==> config.mk <==
export PLATFORM = sky130hd
export DESIGN_NAME = tr_host_glue
export DESIGN_NICKNAME = d
export VERILOG_FILES = /design/src/rtl/glue_pkg.sv /design/src/rtl/cfg_rom.sv /design/src/rtl/ctrl_stub.sv /design/src/rtl/irq_latch.sv /design/src/rtl/tr_host_glue.sv
export SDC_FILE = /design/constraint.sdc
export NUM_CORES = 1
export LEC_CHECK = 0
export ABC_AREA = 1
export BUFFER_PORTS_ARGS = -buffer_cell sky130_fd_sc_hd__buf_2
export CORE_MARGIN = 4
export CORE_UTILIZATION = 49
export CTS_CLUSTER_SIZE = 28
export DETAILED_ROUTE_END_ITERATION = 10
export GPL_TIMING_DRIVEN = 1
export PLACE_DENSITY = 0.66
export SLEW_MARGIN = 10
export SYNTH_ARGS = -nofsm -noshare
export SYNTH_HDL_FRONTEND = slang
export SYNTH_SLANG_ARGS = --single-unit
==> constraint.sdc <==
create_clock -name clk -period 4.3 [get_ports clk]
set_clock_uncertainty 0.2 [all_clocks]
set_input_delay 0.86 -clock clk [delete_from_list [all_inputs] [get_ports clk]]
set_output_delay 0.86 -clock clk [all_outputs]
set_load 0.01 [all_outputs]
==> src/rtl/glue_pkg.sv <==
package glue_pkg;
    localparam int DATA_W = 8;

    // control register offsets (host_addr[2:0] with host_addr[3] = 0)
    localparam logic [2:0] OFS_CR0 = 3'd0;
    localparam logic [2:0] OFS_CR1 = 3'd1;
    localparam logic [2:0] OFS_CR7 = 3'd7;

    // CR0: bit 3 rom page, bit 2 map select, bit 7 pending (read-only)
    typedef struct packed {
        logic rom_page;
        logic map_ctrl;
    } cr0_t;

    // CR1: bit 3 reg page, bit 2 speed, bit 1 irq enable, bit 0 run
    typedef struct packed {
        logic reg_page;
        logic speed;
        logic irq_en;
        logic run;
    } cr1_t;

    localparam int CR1_IRQ_EN_BIT = 1;
endpackage

==> src/rtl/cfg_rom.sv <==
module cfg_rom #(
    parameter logic [7:0]  MFR_ID       = 8'h4D,
    parameter logic [7:0]  ADAPTER_TYPE = 8'h08,
    parameter logic [7:0]  REVISION     = 8'h02,
    parameter logic [23:0] CFG_MIRROR   = 24'h5A_21_93,
    parameter logic [47:0] STATION      = 48'h40_00_12_34_56_78
) (
    input  logic       page,
    input  logic [2:0] offset,
    output logic [7:0] data
);
    localparam int NBYTES = 6;

    always_comb begin
        data = 8'h00;
        if (!page) begin
            case (offset)
                3'd0: data = MFR_ID;
                3'd1: data = ADAPTER_TYPE;
                3'd2: data = REVISION;
                3'd3: data = CFG_MIRROR[23:16];
                3'd4: data = CFG_MIRROR[15:8];
                3'd5: data = CFG_MIRROR[7:0];
                default: data = 8'h00;
            endcase
        end else begin
            for (int i = 0; i < NBYTES; i++) begin
                if (offset == 3'(i + 1))
                    data = STATION[8*(NBYTES-1-i) +: 8];
            end
        end
    end
endmodule

==> src/rtl/ctrl_stub.sv <==
module ctrl_stub #(
    parameter int SEL_W  = 3,
    parameter int BYTE_W = 8
) (
    input  logic              clk,
    input  logic              rst_n,
    input  logic              run,
    input  logic              wr_en,
    input  logic [SEL_W-1:0]  sel,
    input  logic              byte_hi,
    input  logic [BYTE_W-1:0] wdata,
    output logic [BYTE_W-1:0] rdata
);
    localparam int NREG  = 1 << SEL_W;
    localparam int WORD_W = 2 * BYTE_W;

    logic [WORD_W-1:0] regs_d [NREG];
    logic [WORD_W-1:0] regs_q [NREG];

    always_comb begin
        for (int i = 0; i < NREG; i++) begin
            regs_d[i] = regs_q[i];
            if (!run)
                regs_d[i] = '0;
            else if (wr_en && sel == SEL_W'(i)) begin
                if (byte_hi) regs_d[i][WORD_W-1:BYTE_W] = wdata;
                else         regs_d[i][BYTE_W-1:0]      = wdata;
            end
        end
    end

    always_ff @(posedge clk or negedge rst_n) begin
        if (!rst_n) begin
            for (int i = 0; i < NREG; i++) regs_q[i] <= '0;
        end else begin
            for (int i = 0; i < NREG; i++) regs_q[i] <= regs_d[i];
        end
    end

    assign rdata = byte_hi ? regs_q[sel][WORD_W-1:BYTE_W] : regs_q[sel][BYTE_W-1:0];
endmodule

==> src/rtl/irq_latch.sv <==
module irq_latch #(
    parameter int SYNC_STAGES = 2
) (
    input  logic clk,
    input  logic rst_n,
    input  logic req_async,
    input  logic rearm,
    output logic pending,
    output logic rise
);
    typedef struct packed {
        logic [SYNC_STAGES-1:0] sync;
        logic                   prev;
        logic                   pend;
    } state_t;

    state_t st_d, st_q;

    generate
        if (SYNC_STAGES == 1) begin : g_one
            always_comb st_d.sync = req_async;
        end else begin : g_chain
            always_comb st_d.sync = {st_q.sync[SYNC_STAGES-2:0], req_async};
        end
    endgenerate

    assign rise = st_q.sync[SYNC_STAGES-1] & ~st_q.prev;

    always_comb begin
        st_d.prev = st_q.sync[SYNC_STAGES-1];
        st_d.pend = rise | (st_q.pend & ~rearm);
    end

    always_ff @(posedge clk or negedge rst_n) begin
        if (!rst_n) st_q <= '0;
        else        st_q <= st_d;
    end

    assign pending = st_q.pend;
endmodule

==> src/rtl/tr_host_glue.sv <==
module tr_host_glue
    import glue_pkg::*;
#(
    parameter int          ADDR_W       = 4,
    parameter int          SYNC_STAGES  = 2,
    parameter logic [7:0]  MFR_ID       = 8'h4D,
    parameter logic [7:0]  ADAPTER_TYPE = 8'h08,
    parameter logic [7:0]  REVISION     = 8'h02,
    parameter logic [23:0] CFG_MIRROR   = 24'h5A_21_93,
    parameter logic [47:0] STATION      = 48'h40_00_12_34_56_78
) (
    input  logic              clk,
    input  logic              rst_n,
    input  logic [ADDR_W-1:0] host_addr,
    input  logic              host_wr,
    input  logic [DATA_W-1:0] host_wdata,
    output logic [DATA_W-1:0] host_rdata,
    input  logic              ctrl_irq_req,
    output logic              host_irq,
    output logic              ctrl_rst_n,
    output logic              speed_16,
    output logic              cable_utp
);
    localparam int OFS_W = ADDR_W - 1;
    localparam int SEL_W = OFS_W;

    typedef struct packed {
        cr0_t cr0;
        cr1_t cr1;
        logic cable;
    } regs_t;

    regs_t r_d, r_q;

    logic             in_win;
    logic [OFS_W-1:0] ofs;
    logic             ctl_wr, stub_wr, rearm;
    logic             pending, irq_rise;
    logic [DATA_W-1:0] rom_data, stub_data;
    cr1_t             cr1_new;

    assign in_win  = host_addr[ADDR_W-1];
    assign ofs     = host_addr[OFS_W-1:0];
    assign ctl_wr  = host_wr && !in_win;
    assign stub_wr = host_wr && in_win && r_q.cr0.map_ctrl;
    assign cr1_new = cr1_t'(host_wdata[3:0]);
    assign rearm   = ctl_wr && (ofs == OFS_CR1) && cr1_new.irq_en && !r_q.cr1.irq_en;

    always_comb begin
        r_d = r_q;
        if (ctl_wr) begin
            case (ofs)
                OFS_CR0: r_d.cr0 = cr0_t'(host_wdata[3:2]);
                OFS_CR1: r_d.cr1 = cr1_new;
                OFS_CR7: r_d.cable = host_wdata[0];
                default: ;
            endcase
        end
    end

    always_ff @(posedge clk or negedge rst_n) begin
        if (!rst_n) r_q <= '0;
        else        r_q <= r_d;
    end

    cfg_rom #(
        .MFR_ID(MFR_ID), .ADAPTER_TYPE(ADAPTER_TYPE), .REVISION(REVISION),
        .CFG_MIRROR(CFG_MIRROR), .STATION(STATION)
    ) rom_i (
        .page   (r_q.cr0.rom_page),
        .offset (ofs),
        .data   (rom_data)
    );

    ctrl_stub #(.SEL_W(SEL_W), .BYTE_W(DATA_W)) stub_i (
        .clk     (clk),
        .rst_n   (rst_n),
        .run     (r_q.cr1.run),
        .wr_en   (stub_wr),
        .sel     ({r_q.cr1.reg_page, ofs[OFS_W-1:1]}),
        .byte_hi (ofs[0]),
        .wdata   (host_wdata),
        .rdata   (stub_data)
    );

    irq_latch #(.SYNC_STAGES(SYNC_STAGES)) irq_i (
        .clk       (clk),
        .rst_n     (rst_n),
        .req_async (ctrl_irq_req),
        .rearm     (rearm),
        .pending   (pending),
        .rise      (irq_rise)
    );

    always_comb begin
        host_rdata = '0;
        if (in_win)
            host_rdata = r_q.cr0.map_ctrl ? stub_data : rom_data;
        else begin
            case (ofs)
                OFS_CR0: host_rdata = {pending, 3'b000, r_q.cr0, 2'b00};
                OFS_CR1: host_rdata = {4'h0, r_q.cr1};
                OFS_CR7: host_rdata = {7'h00, r_q.cable};
                default: host_rdata = '0;
            endcase
        end
    end

    assign host_irq   = pending & r_q.cr1.irq_en;
    assign ctrl_rst_n = r_q.cr1.run;
    assign speed_16   = r_q.cr1.speed;
    assign cable_utp  = r_q.cable;
endmodule

* Yosys cells after proc, flatten, opt, wreduce, memory -nomap -nowiden
Cells that the tools add are included.
W data, S select, Z words.
** Cells by class
- Magnitude comparators :: 1
- Equal/unequal tests :: 24
- Muxes and demuxes :: 33
- Bitwise operators :: 7
- Reduce and logical (&&, ||, !) cells :: 37
** Operators with widths (number)
- $mux W16 :: 18
- $bmux W16 S3 :: 1
- $mux W8 :: 6
- $pmux W8 S6 :: 1
- $mux W7 :: 6
- $reduce_and A2 Y1 :: 19
- $eq A3 B3 Y1 const B :: 8
- $pmux W8 S3 :: 1
- $ne A2 B1 Y1 const B :: 8
- $logic_and A1 B1 Y1 :: 14
- $eq A3 B2 Y1 const B :: 4
- $eq A3 B1 Y1 const B :: 2
- $logic_not A3 Y1 :: 2
- $ge A4 B4 Y1 const B :: 1
- $ne A2 B2 Y1 const B :: 2
- $not A3 Y4 :: 1
- $and A1 B1 Y1 :: 3
- $logic_not A1 Y1 :: 2
- $not A1 Y1 :: 2
- $or A1 B1 Y1 :: 1
** Word-level totals
- Register bits after elaboration :: 139
- Output and inout bits :: 12
- Logic and storage cells :: 128

* Logic depth before layout (Yosys ltp)
- Word-level depth :: 10
- Depth in mapped cells :: 11
- Gate-level depth less buffers :: 9

* By module
A second synthesis with hierarchy kept.
** Second synthesis, totals
- Cell total of the unflattened synthesis :: 919
- Area, all modules :: 7019.2 sq um
** Modules (own cells, without submodules)
- ctrl_stub :: times used 1, cells each 789, area an instance 6163.4 sq um
- tr_host_glue :: times used 1, cells each 90, area an instance 579.3 sq um
- cfg_rom :: times used 1, cells each 30, area an instance 151.4 sq um
- irq_latch :: times used 1, cells each 10, area an instance 125.1 sq um

* Worst setup path after synthesis
OpenSTA, ideal clock, no wires.
- Path type :: input to output
- Start point :: in host_addr[2]
- End point :: out host_rdata[6]
- Arrival time :: 1.870 ns
- Required time :: 3.240 ns
- Slack :: 1.370 ns
- Stages on the path :: 9
- Path buffers :: 2
- Path through :: buf_4 nand2_4 buf_2 nor2_1 nor2_1 nand3_1 nand3_1 nand2_1 a21oi_1
** On the way
- Word-level cells in the longest chain between the ends :: 10
** Ends and longest elaborated chain
- from (decl) :: RTL line tr_host_glue.sv:14 : input logic [ADDR_W-1:0] host_addr,
- $eq A3 B1 Y1 :: RTL line cfg_rom.sv:17, cfg_rom.sv:28
- $mux W7 (6 in a row) :: RTL line cfg_rom.sv:28 : if (offset == 3'(i + 1))
- $mux W8 :: RTL line cfg_rom.sv:16 : if (!page) begin
- $mux W8 (*) :: RTL line tr_host_glue.sv:98 : host_rdata = r_q.cr0.map_ctrl ? stub_data : rom_data;
- $mux W8 (*) :: RTL line tr_host_glue.sv:97 : if (in_win)
- to (decl) :: RTL line tr_host_glue.sv:17 : output logic [DATA_W-1:0] host_rdata,
Every way passes the cells marked *; elsewhere a longest branch is shown, timed or not. The select of a mux whose other input is x is not followed.

* Worst setup path in the final report
- Start point :: in host_addr[2]
- End point :: out host_rdata[3]
** On the way
- Word-level cells in the longest chain between the ends :: 9
** Ends and longest elaborated chain (RTL line)
- $eq A3 B2 Y1 :: cfg_rom.sv:17, cfg_rom.sv:28
- $mux W7 (5 in a row) :: cfg_rom.sv:28
- $mux W8 :: cfg_rom.sv:16
- $mux W8 :: tr_host_glue.sv:98
- $mux W8 (*) :: tr_host_glue.sv:97
Marks and branches as above.

==> metrics.cfg <==
[final_layout]
antenna-diode-count=0
areaGrowthSynthToFinish_pct=8.49
seqCellArea_sq_mm=0.00348
post_route_cells_drive_above_1_share_pct=16.1
fill_cells=1279
multi_input_area_sq_mm=0.00311
mostFrequentLayoutCell=sky130_fd_sc_hd__nand2_1
num-nets-final=872
commonest_non_fill_non_tap_cells_in_the_layout=313 x sky130_fd_sc_hd__nand2_1, 139 x sky130_fd_sc_hd__dfrtp_1, 92 x sky130_fd_sc_hd__o21ai_1
finish.instance_area_sq_mm=0.00769
post-route-util_pct=54.8
finish.cell_count_without_fillers=1048

[route]
post_drt_wl_per_cell_microns=18.4
detail_route.iter0.violations=663
detail_route.drc_violations=0
route.vias.total=5937
dr.pass1.iters=5
post_detailed_route_count_of_antenna_violating_nets=0
detail_route.wirelength_microns=19300
routed_via_density=5.67

[grt]
grt_start_max_net_pins=98
antenna_found_initial=0
grt_pass1_vias=5812
grt_remaining_overflow=0
first_pass_grt_wire_length_microns=31400
grt_use_total_pct=24.9

[cts]
post_cts.repair.setup_buffers=0
hold_buffers=0
maximum_clock_path_buffer_count=2
cell_at_the_root_of_the_clock_tree=sky130_fd_sc_hd__clkbuf_16
post_cts.resized_instances=0
clock-sinks=139
cts_made_buffers=17
cts_tree=yes
htree_num_levels=4
clk_latency_ps=430
clkSlewWorstSetupHoldPaths_ps=60

[placed_design]
dp_worst_setup_slack_ps=612
gp_routability_congestion=0.929
portBuffers=27
post_place_instance_area_sq_mm=0.00714
dp.final_hpwl_microns=13300
place_inst=1017

[critical_path]
critPathLaunchType=input port
critical-path-max-stage-delay_ps=370
reg2reg_to=stub_i.regs_q[28]
r2r_setup_slack_ps=1890
cp-end-kind=primary output
slowest_stage=sky130_fd_sc_hd__buf_2
timing_worst_setup_path_type=input port to primary output
critical-path-top-cell-by-count=sky130_fd_sc_hd__nand2_1
crit_path_cell_trace=buf_2, inv_2, nand2_2, inv_1, nand2_1, nand2_1, a21oi_1, a21oi_1, nand2_1, nand2_1, buf_2
worst-r2r-cell-count=6
timing.critical_path.max_delay_family=buffers and inverters
worst-path-max-fanout=22
worst-endpoint-arrival_ps=2670
crit_required_ps=3240
timing.rr.start=r_q[4]
cp.buffers_inverters=4
cp_num_cells=11

[floorplan]
chipHeight_microns=128
die_w_microns=128
design.die.area_sq_mm=0.0165
pin_count=28
floorplan.initialDensity_pct=50.5
fp-row-count=43
coreArea_sq_mm=0.0140

[power]
power-per-cell-area_mw_per_mm2=578
power_mw=4.45
vdd_drop_max_mv=0.344
power.leakage_nw=3.60

[worst_hold_path]
holdCritPathClass=register to register
hold_path_startpoint=irq_i.st_d[3]
min_delay_worst_endpoint=irq_i.st_d[1]
holdPathStages=0

[timing]
maxSlewHeadroom_pct=39.3
setup_total_negative_slack_ps=0
timing.final.setup_violations=0
max_slew.worst_pin.slew_ps=908
timing.final.crit_period_ps=3730
layout_worst_path_cycle_share_pct=86.8
timing_hold_violations_final=0
setup_slack_ps=568
grt_setup_unrepaired=false
clock.fmax_ghz=0.268
final-max-slew-violation-count=0
fin_worst_hold_slack_ps=156

[run]
maxCapViolations=0

[synth]
synth_edf_count=0
postSynth.topFlopCell=sky130_fd_sc_hd__dfrtp_1
netlist.top_cell.by_area=sky130_fd_sc_hd__dfrtp_1
yosys_warnings=0
synth-seq-area-share_pct=49.1
synthesized_nets=871
synth_seq_cells=139
postSynthCellCount=855
top_cell_type_s_share_of_synthesized_area_pct=49.1
synthDistinctLibCells=31
synth-async-reset-ratio_pct=100
synthesis.area_sq_mm=0.00709
synth_area_per_inst_sq_um=8.29
synth_top_cells_by_area=sky130_fd_sc_hd__dfrtp_1 49%, sky130_fd_sc_hd__nand2_1 17%, sky130_fd_sc_hd__o21ai_1 6.5%

[outcome]
status=finished clean

## Yosys cell counts (4+ instances only)
| cell type | count |
|---|---|
| sky130_fd_sc_hd__buf_4 | 15 |
| sky130_fd_sc_hd__a21oi_1 | 14 |
| sky130_fd_sc_hd__buf_1 | 4 |
| sky130_fd_sc_hd__a21oi_2 | 11 |
| sky130_fd_sc_hd__o21ai_2 | 39 |
| sky130_fd_sc_hd__o21ai_0 | 10 |
| sky130_fd_sc_hd__nor2_1 | 64 |
| sky130_fd_sc_hd__nor3_4 | 8 |
| sky130_fd_sc_hd__a21oi_4 | 5 |
| sky130_fd_sc_hd__nand3_1 | 52 |
| sky130_fd_sc_hd__nand4_1 | 8 |
| sky130_fd_sc_hd__buf_2 | 14 |
| sky130_fd_sc_hd__nand2_4 | 4 |
| sky130_fd_sc_hd__inv_2 | 5 |
| sky130_fd_sc_hd__clkbuf_1 | 6 |
| sky130_fd_sc_hd__o21ai_1 | 92 |
| sky130_fd_sc_hd__inv_1 | 22 |
| sky130_fd_sc_hd__dfrtp_1 | 139 |
| sky130_fd_sc_hd__nand2_1 | 313 |
| sky130_fd_sc_hd__buf_6 | 14 |
## registers in the layout, summed over array words and instances (netlist names)
register / cells
irq_i.st_q: 1
ctrl_rst_n: 1
cable_utp: 1
irq_i.pending: 1
irq_i.st_d: 2
r_q: 4
stub_i.regs_q: 128
speed_16: 1
## worst max path at each step
| stage | start | to | slack, ps |
|---|---|---|---|
| after floorplan | host_addr[2] | host_rdata[6] | 1370 |
| after global placement | host_addr[2] | host_rdata[3] | 680 |
| after detailed placement | host_addr[2] | host_rdata[3] | 610 |
| after CTS | host_addr[2] | host_rdata[3] | 610 |
| after global routing | host_addr[2] | host_rdata[3] | 390 |
| final | host_addr[2] | host_rdata[3] | 570 |
## layer usage
metal,vias up,track usage (%),routed length (microns)
met5,-,0,0
met1,2838,34.7,8640
met4,0,11.0,682
li1,2798,-,-
met3,53,7.21,1460
met2,248,36.3,8510
## where the power goes
group          total (mW)  internal, mW  switching (mW)  leakage (nW)
combinational        1.16         0.357           0.800          1.56
sequential           1.89          1.66           0.228          1.76
clock                1.40         0.860           0.538         0.267
## cell families (layout without fill, tap and decap cells)
| kind of cell | count (synthesis) | count (layout) | share of synthesized area [%] |
|---|---|---|---|
| and+or+nand+nor | 456 | 456 | 27.8 |
| AOI/OAI and AO/OA | 177 | 177 | 16.1 |
| DFF | 139 | 139 | 49.1 |
| buffers and inverters | 83 | 96 | 7.02 |
## final cells by class
type / instances / area share, %
Clock inverter: 8 / 1.24
Timing Repair Buffer: 35 / 2.62
Clock buffer: 23 / 5.95
Multi-Input combinational cell: 633 / 40.5
Sequential cell: 139 / 45.2
Tap cell: 180 / 2.93
Inverter: 30 / 1.56
Note: power is estimated with default switching activity, not from simulation.
